$ cat src/rtl/amem_seq_pkg.sv
package amem_seq_pkg;

    localparam int CFG_W  = 32;
    localparam int DATA_W = 8;
    localparam int CNT_W  = 6;
    localparam int SEL_W  = 2;

    // Packed view of the timing word, most significant field first.
    typedef struct packed {
        logic       xstb;     // [31] unsupported strobe-select mode
        logic       xwait;    // [30] unsupported extended-wait mode
        logic [3:0] wr_su;    // [29:26]
        logic [5:0] wr_sb;    // [25:20]
        logic [2:0] wr_hd;    // [19:17]
        logic [3:0] rd_su;    // [16:13]
        logic [5:0] rd_sb;    // [12:7]
        logic [2:0] rd_hd;    // [6:4]
        logic [1:0] turn;     // [3:2]
        logic [1:0] bsz;      // [1:0] 0 = 8-bit
    } tim_t;

    typedef enum logic [2:0] {
        PH_IDLE,
        PH_TURN,
        PH_SETUP,
        PH_STROBE,
        PH_HOLD
    } phase_e;

    typedef logic [CNT_W-1:0] cnt_t;

    function automatic logic cfg_usable(input tim_t t);
        return !t.xstb && !t.xwait && (t.bsz == 2'd0);
    endfunction

    function automatic cnt_t setup_len(input tim_t t, input logic wr);
        return wr ? cnt_t'(t.wr_su) : cnt_t'(t.rd_su);
    endfunction

    function automatic cnt_t strobe_len(input tim_t t, input logic wr);
        return wr ? cnt_t'(t.wr_sb) : cnt_t'(t.rd_sb);
    endfunction

    function automatic cnt_t hold_len(input tim_t t, input logic wr);
        return wr ? cnt_t'(t.wr_hd) : cnt_t'(t.rd_hd);
    endfunction

endpackage

$ cat src/rtl/amem_phase_ctr.sv
module amem_phase_ctr #(
    parameter int W = 6
) (
    input  logic         clk,
    input  logic         rst,
    input  logic         load,
    input  logic [W-1:0] load_val,
    output logic         done
);
    logic [W-1:0] cnt_q;

    always_ff @(posedge clk) begin
        if (rst) begin
            cnt_q <= '0;
        end else if (load) begin
            cnt_q <= load_val;
        end else if (cnt_q != '0) begin
            cnt_q <= cnt_q - 1'b1;
        end
    end

    assign done = (cnt_q == '0);
endmodule

$ cat src/rtl/amem_pin_drive.sv
module amem_pin_drive
    import amem_seq_pkg::*;
(
    input  phase_e              phase,
    input  logic                wr,
    input  logic [SEL_W-1:0]    sel,
    input  logic [DATA_W-1:0]   wdata,
    output logic                cs_n,
    output logic                re_n,
    output logic                we_n,
    output logic                cle,
    output logic                ale,
    output logic [DATA_W-1:0]   dq_out,
    output logic                dq_oe
);
    logic active;
    logic strobing;

    always_comb begin
        active   = (phase == PH_SETUP) || (phase == PH_STROBE) || (phase == PH_HOLD);
        strobing = (phase == PH_STROBE);
        cs_n     = !active;
        re_n     = !(strobing && !wr);
        we_n     = !(strobing && wr);
        cle      = active && sel[0];
        ale      = active && sel[1];
        dq_oe    = active && wr;
        dq_out   = (active && wr) ? wdata : '0;
    end
endmodule

$ cat src/rtl/amem_strobe_seq.sv
module amem_strobe_seq
    import amem_seq_pkg::*;
#(
    parameter int DW = DATA_W,
    parameter int CW = CFG_W
) (
    input  logic          clk,
    input  logic          rst,
    input  logic          host_req,
    input  logic          host_wr,
    input  logic [1:0]    host_sel,
    input  logic [DW-1:0] host_wdata,
    output logic          host_ack,
    output logic [DW-1:0] host_rdata,
    output logic [DW-1:0] host_stat,
    input  logic [CW-1:0] cfg_word,
    output logic          mem_cs_n,
    output logic          mem_re_n,
    output logic          mem_we_n,
    output logic          mem_cle,
    output logic          mem_ale,
    output logic [DW-1:0] mem_dq_out,
    output logic          mem_dq_oe,
    input  logic [DW-1:0] mem_dq_in,
    input  logic          mem_rdy
);
    localparam int STAT_PAD = DW - 1;

    tim_t   tim_in;
    phase_e phase_q, phase_d;
    logic   ctr_load, ctr_done;
    cnt_t   ctr_val;
    logic   start, need_turn;

    logic            wr_q, last_wr_q, last_vld_q, ack_q;
    logic [1:0]      sel_q;
    logic [DW-1:0]   wd_q, rd_q;
    logic [DW-1:0]   stat_q;
    cnt_t            su_q, sb_q, hd_q;

    assign tim_in    = tim_t'(cfg_word);
    assign start     = host_req && !ack_q && cfg_usable(tim_in);
    assign need_turn = last_vld_q && (last_wr_q != host_wr);

    always_comb begin
        phase_d  = phase_q;
        ctr_load = 1'b0;
        ctr_val  = '0;
        case (phase_q)
            PH_IDLE: if (start) begin
                ctr_load = 1'b1;
                if (need_turn) begin
                    phase_d = PH_TURN;
                    ctr_val = cnt_t'(tim_in.turn);
                end else begin
                    phase_d = PH_SETUP;
                    ctr_val = setup_len(tim_in, host_wr);
                end
            end
            PH_TURN: if (ctr_done) begin
                phase_d  = PH_SETUP;
                ctr_load = 1'b1;
                ctr_val  = su_q;
            end
            PH_SETUP: if (ctr_done) begin
                phase_d  = PH_STROBE;
                ctr_load = 1'b1;
                ctr_val  = sb_q;
            end
            PH_STROBE: if (ctr_done) begin
                phase_d  = PH_HOLD;
                ctr_load = 1'b1;
                ctr_val  = hd_q;
            end
            PH_HOLD: if (ctr_done) begin
                phase_d = PH_IDLE;
            end
            default: phase_d = PH_IDLE;
        endcase
    end

    always_ff @(posedge clk) begin
        if (rst) begin
            phase_q    <= PH_IDLE;
            ack_q      <= 1'b0;
            wr_q       <= 1'b0;
            last_wr_q  <= 1'b0;
            last_vld_q <= 1'b0;
            sel_q      <= '0;
            wd_q       <= '0;
            rd_q       <= '0;
            su_q       <= '0;
            sb_q       <= '0;
            hd_q       <= '0;
        end else begin
            phase_q <= phase_d;
            ack_q   <= (phase_q == PH_HOLD) && ctr_done;
            if (phase_q == PH_IDLE && start) begin
                wr_q       <= host_wr;
                sel_q      <= host_sel;
                wd_q       <= host_wdata;
                su_q       <= setup_len(tim_in, host_wr);
                sb_q       <= strobe_len(tim_in, host_wr);
                hd_q       <= hold_len(tim_in, host_wr);
                last_wr_q  <= host_wr;
                last_vld_q <= 1'b1;
            end
            if (phase_q == PH_STROBE && ctr_done && !wr_q) begin
                rd_q <= mem_dq_in;
            end
        end
    end

    always_ff @(posedge clk) begin
        if (rst) stat_q <= '0;
        else     stat_q <= {{STAT_PAD{1'b0}}, mem_rdy};
    end

    amem_phase_ctr #(.W(CNT_W)) u_ctr (
        .clk      (clk),
        .rst      (rst),
        .load     (ctr_load),
        .load_val (ctr_val),
        .done     (ctr_done)
    );

    amem_pin_drive u_pins (
        .phase  (phase_q),
        .wr     (wr_q),
        .sel    (sel_q),
        .wdata  (wd_q),
        .cs_n   (mem_cs_n),
        .re_n   (mem_re_n),
        .we_n   (mem_we_n),
        .cle    (mem_cle),
        .ale    (mem_ale),
        .dq_out (mem_dq_out),
        .dq_oe  (mem_dq_oe)
    );

    assign host_ack   = ack_q;
    assign host_rdata = rd_q;
    assign host_stat  = stat_q;
endmodule

$ cat config.mk
export PLATFORM = sky130hd
export DESIGN_NAME = amem_strobe_seq
export DESIGN_NICKNAME = d
export VERILOG_FILES = /design/src/rtl/amem_seq_pkg.sv /design/src/rtl/amem_phase_ctr.sv /design/src/rtl/amem_pin_drive.sv /design/src/rtl/amem_strobe_seq.sv
export SDC_FILE = /design/constraint.sdc
export NUM_CORES = 1
export LEC_CHECK = 0
export BUFFER_PORTS_ARGS = -buffer_cell sky130_fd_sc_hd__buf_2
export CORE_MARGIN = 2
export CORE_UTILIZATION = 50
export DETAILED_ROUTE_END_ITERATION = 10
export GPL_ROUTABILITY_DRIVEN = 0
export PLACE_DENSITY = 0.91
export SLEW_MARGIN = 30
export SYNTH_ARGS = -nofsm -noshare
export SYNTH_HDL_FRONTEND = slang
export SYNTH_SLANG_ARGS = --single-unit
$ cat constraint.sdc
create_clock -name clk -period 2.6 [get_ports clk]
set_input_delay 0.13 -clock clk [delete_from_list [all_inputs] [get_ports clk]]
set_output_delay 0.13 -clock clk [all_outputs]
set_load 0.05 [all_outputs]
==> flow_summary_export.csv <==
group,metric,value,unit
pwr,internal_power,1250,uW
global_routing,grt-ovfl-total,0,
clock_tree,cts_setup_buffers,0,
critical_path,required,2.47,ns
clock_tree,cts_buffer_depth,2,
logic_synthesis,ys_async_sr_fraction,0,
routing,wl_per_cell,12.9,um
pwr,seqPwrFrac,0.411,
logic_synthesis,yosysWarnings,0,
logic_synthesis,yosys-top-cells-count,"nand2_1 (49), dfxtp_1 (44), a21oi_1 (29)",
clock_tree,path_clk_slew,0.09,ns
critical_path,cp_slowest_stage_delay,0.55,ns
floorplanning,die_height,70.9,um
clock_tree,postCtsHoldBufs,0,
timing,drv_slew,0,
pwr,cellLeakagePower,0.00113,uW
critical_path,cp-end-kind,"output port",
pwr,power_switching,653,uW
timing,fin_crit_sh,0.903,
routing,viasPerCell,5.35,
pwr,pwr-share-clk,0.286,
finish,nets,401,
logic_synthesis,synth_most_common_cell,"nand2_1",
logic_synthesis,syn_avg_cell_area,8.01,um2
finish,diodes,0,
critical_path,critical_path_class,"reg2out",
routing,dr.pass1.iters,4,
finish,seq_area,881,um2
timing,finalClockSkew,0.00686,ns
critical_path,cpMostUsedCell,"nor2b_1",
logic_synthesis,syn_inst,279,
critical_path,critical_path.startpoint_type,"flop",
logic_synthesis,seq_area_frac_synth,0.394,
flow_run,cap_violations,0,
global_routing,antenna_found_initial,0,
timing,rsz0062_at_grt,"false",
place,hpwlAfterDp,3.73,mm
clock_tree,cts_buffers,5,
routing,via_count,2123,
global_routing,grt_first_pass_wirelength,8.75,mm
clock_tree,cts_tree,"built",
clock_tree,ctsResizeCount,0,
timing,slew_headroom,0.495,
floorplanning,fp.dieW,70.9,um
logic_synthesis,synth_top_area_share,0.394,
logic_synthesis,syn-cell-area,2230,um2
timing,finalSetupViolations,0,
global_routing,grt_max_degree,43,
outcome,outcome,"finished clean",
logic_synthesis,yosysTopAreaCell,"dfxtp_1",
critical_path,path_cells,"nor2b_1 > a21oi_1 > nor2b_1 > and2_1 > buf_2",
pwr,combPwrFrac,0.304,
logic_synthesis,ys_seq_elements,44,
timing,min_period,2.35,ns
floorplanning,std_cell_rows,24,
global_routing,grt_usage,0.218,
logic_synthesis,yosysUniqueCellTypes,42,
floorplanning,dieArea,5020,um2
finish,multi_input_area,1220,um2
clock_tree,clk_latency,0.31,ns
timing,hold_viol,0,
timing,timing.fmax,0.426,GHz
routing,routed_wl,5.13,mm
clock_tree,clock-sinks,44,
hold_path,hp-class,"in2reg",
place,io_buffers,78,
place,dp_slack,0.582,ns
pwr,ir_worst_vdd,0.325,mV
clock_tree,h-tree-depth,2,
pwr,finalPower,1900,uW
routing,drcViolationCount,0,
finish,fillCellCount,385,
critical_path,critPathMaxFanout,13,
critical_path,critPathSlowestCell,"dfxtp_1",
routing,antenna_left,0,
floorplanning,start_util,0.517,
finish,area_delta_synth_final,21.4,%
timing,setup_tns,0,ns
floorplanning,boundaryPins,86,
pwr,p_sw_frac,0.343,
critical_path,arrival,2.22,ns
routing,drtIter0Drc,85,
clock_tree,cts_root_buffer,"clkbuf_8",
pwr,p_per_area,701,nW/um2
logic_synthesis,synth-edff-count,0,
finish,post_route_cells_drive_above_1_share,0.278,
timing,finalWorstSetupSlack,0.252,ns
floorplanning,core_area,4320,um2
global_routing,grt_pass1_vias,1998,
logic_synthesis,synth-main-ff-cell,"dfxtp_1",
timing,tightest_slew,0.757,ns
logic_synthesis,synth_area_leaders,"dfxtp_1 (39%), nand2_1 (8.2%), a21oi_1 (6.5%), mux2i_1 (6.3%), a211oi_1 (4.7%)",
[cell type report]
class,count,share of cell area
clock inverters,3,0.0171
inverters,4,0.00554
clock buffers,5,0.0254
flip-flops and latches,44,0.325
multi-input cells,209,0.449
well taps,52,0.0240
repair buffers,80,0.154
[kinds of logic (layout without fill, tap and decap cells)]
family,after synthesis,in the layout,synth area share
compound gates,61,61,0.173
xor+xnor,6,6,0.0235
fa+ha+maj,2,2,0.0112
buf+inv,32,92,0.0705
flops,44,44,0.394
mux,16,16,0.0728
other cells,1,7,0.00168
simple gates,117,117,0.253
[path summary, 6_finish.rpt]
path | startpoint | end | slack (ns) | cells past startpoint
hold / removal | mem_rdy | host_stat[0] | 0.03 | 2
setup / recovery | phase_q[1] | mem_dq_out[0] | 0.25 | 5
hold reg to reg | host_rdata[2] | host_rdata[2] | 0.45 | 2
setup reg to reg | phase_q[0] | u_ctr.cnt_q[0] | 0.58 | 5
[per-stage QoR]
step           hold WS, ns  cells  cell area [um2]  utilization
2_1_floorplan        0.258    285             2260            -
3_3_place_gp         0.339    389             2600        0.601
3_5_place_dp         0.350    389             2600        0.601
4_1_cts             0.0328    397             2710        0.627
5_1_grt             0.0466    397             2710        0.627
6_report            0.0307    397             2710        0.627
[power groups by stage]
stage               clock network [uW]  logic, uW  registers [uW]
floorplan                            0        449             782
global placement                     0        535             791
detailed placement                   0        556             795
CTS                                547        573             779
global route                       571        636             788
finish                             543        578             780
[placed cells by master, fill, tap and decap left out, types with 2 or more instances in the layout]
cell type,synthesis,final
inv_1,4,4
nor2_1,24,24
mux2_2,2,2
conb_1,1,7
and2_1,9,9
xor2_1,3,3
mux2i_1,14,14
ha_1,2,2
nor3_1,3,3
nor2b_1,8,8
nor3_2,2,2
dfxtp_1,44,44
o21ai_0,4,4
buf_2,9,78
nand3_1,9,9
nand2b_1,4,4
or3_1,3,3
xnor2_1,3,3
a22oi_1,3,3
clkbuf_8,0,5
a211oi_1,14,14
a21oi_1,29,29
nand2_1,49,49
[critical path: cells and delay by family (launching register included)]
kind            cells  cell delay (ns)
buf+inv             1             0.26
simple gates        3             0.95
flops               1             0.55
compound gates      1             0.14
[state kept, by name, summed over array words and instances (netlist names)]
| signal | flops |
|---|---|
| sb_q | 6 |
| host_rdata | 8 |
| sel_q | 2 |
| host_stat | 1 |
| hd_q | 3 |
| u_ctr.cnt_q | 6 |
| phase_q | 3 |
| last_wr_q | 1 |
| su_q | 4 |
| wd_q | 8 |
| last_vld_q | 1 |
| host_ack | 1 |
[layer usage]
layer,track usage,vias to the layer above,wire length (um)
met5,0,-,0
met4,0.0755,0,93
met3,0.0499,10,351
met2,0.383,89,2600
met1,0.260,953,2080
li1,-,1071,-
Note: power is estimated with default switching activity, not from simulation.
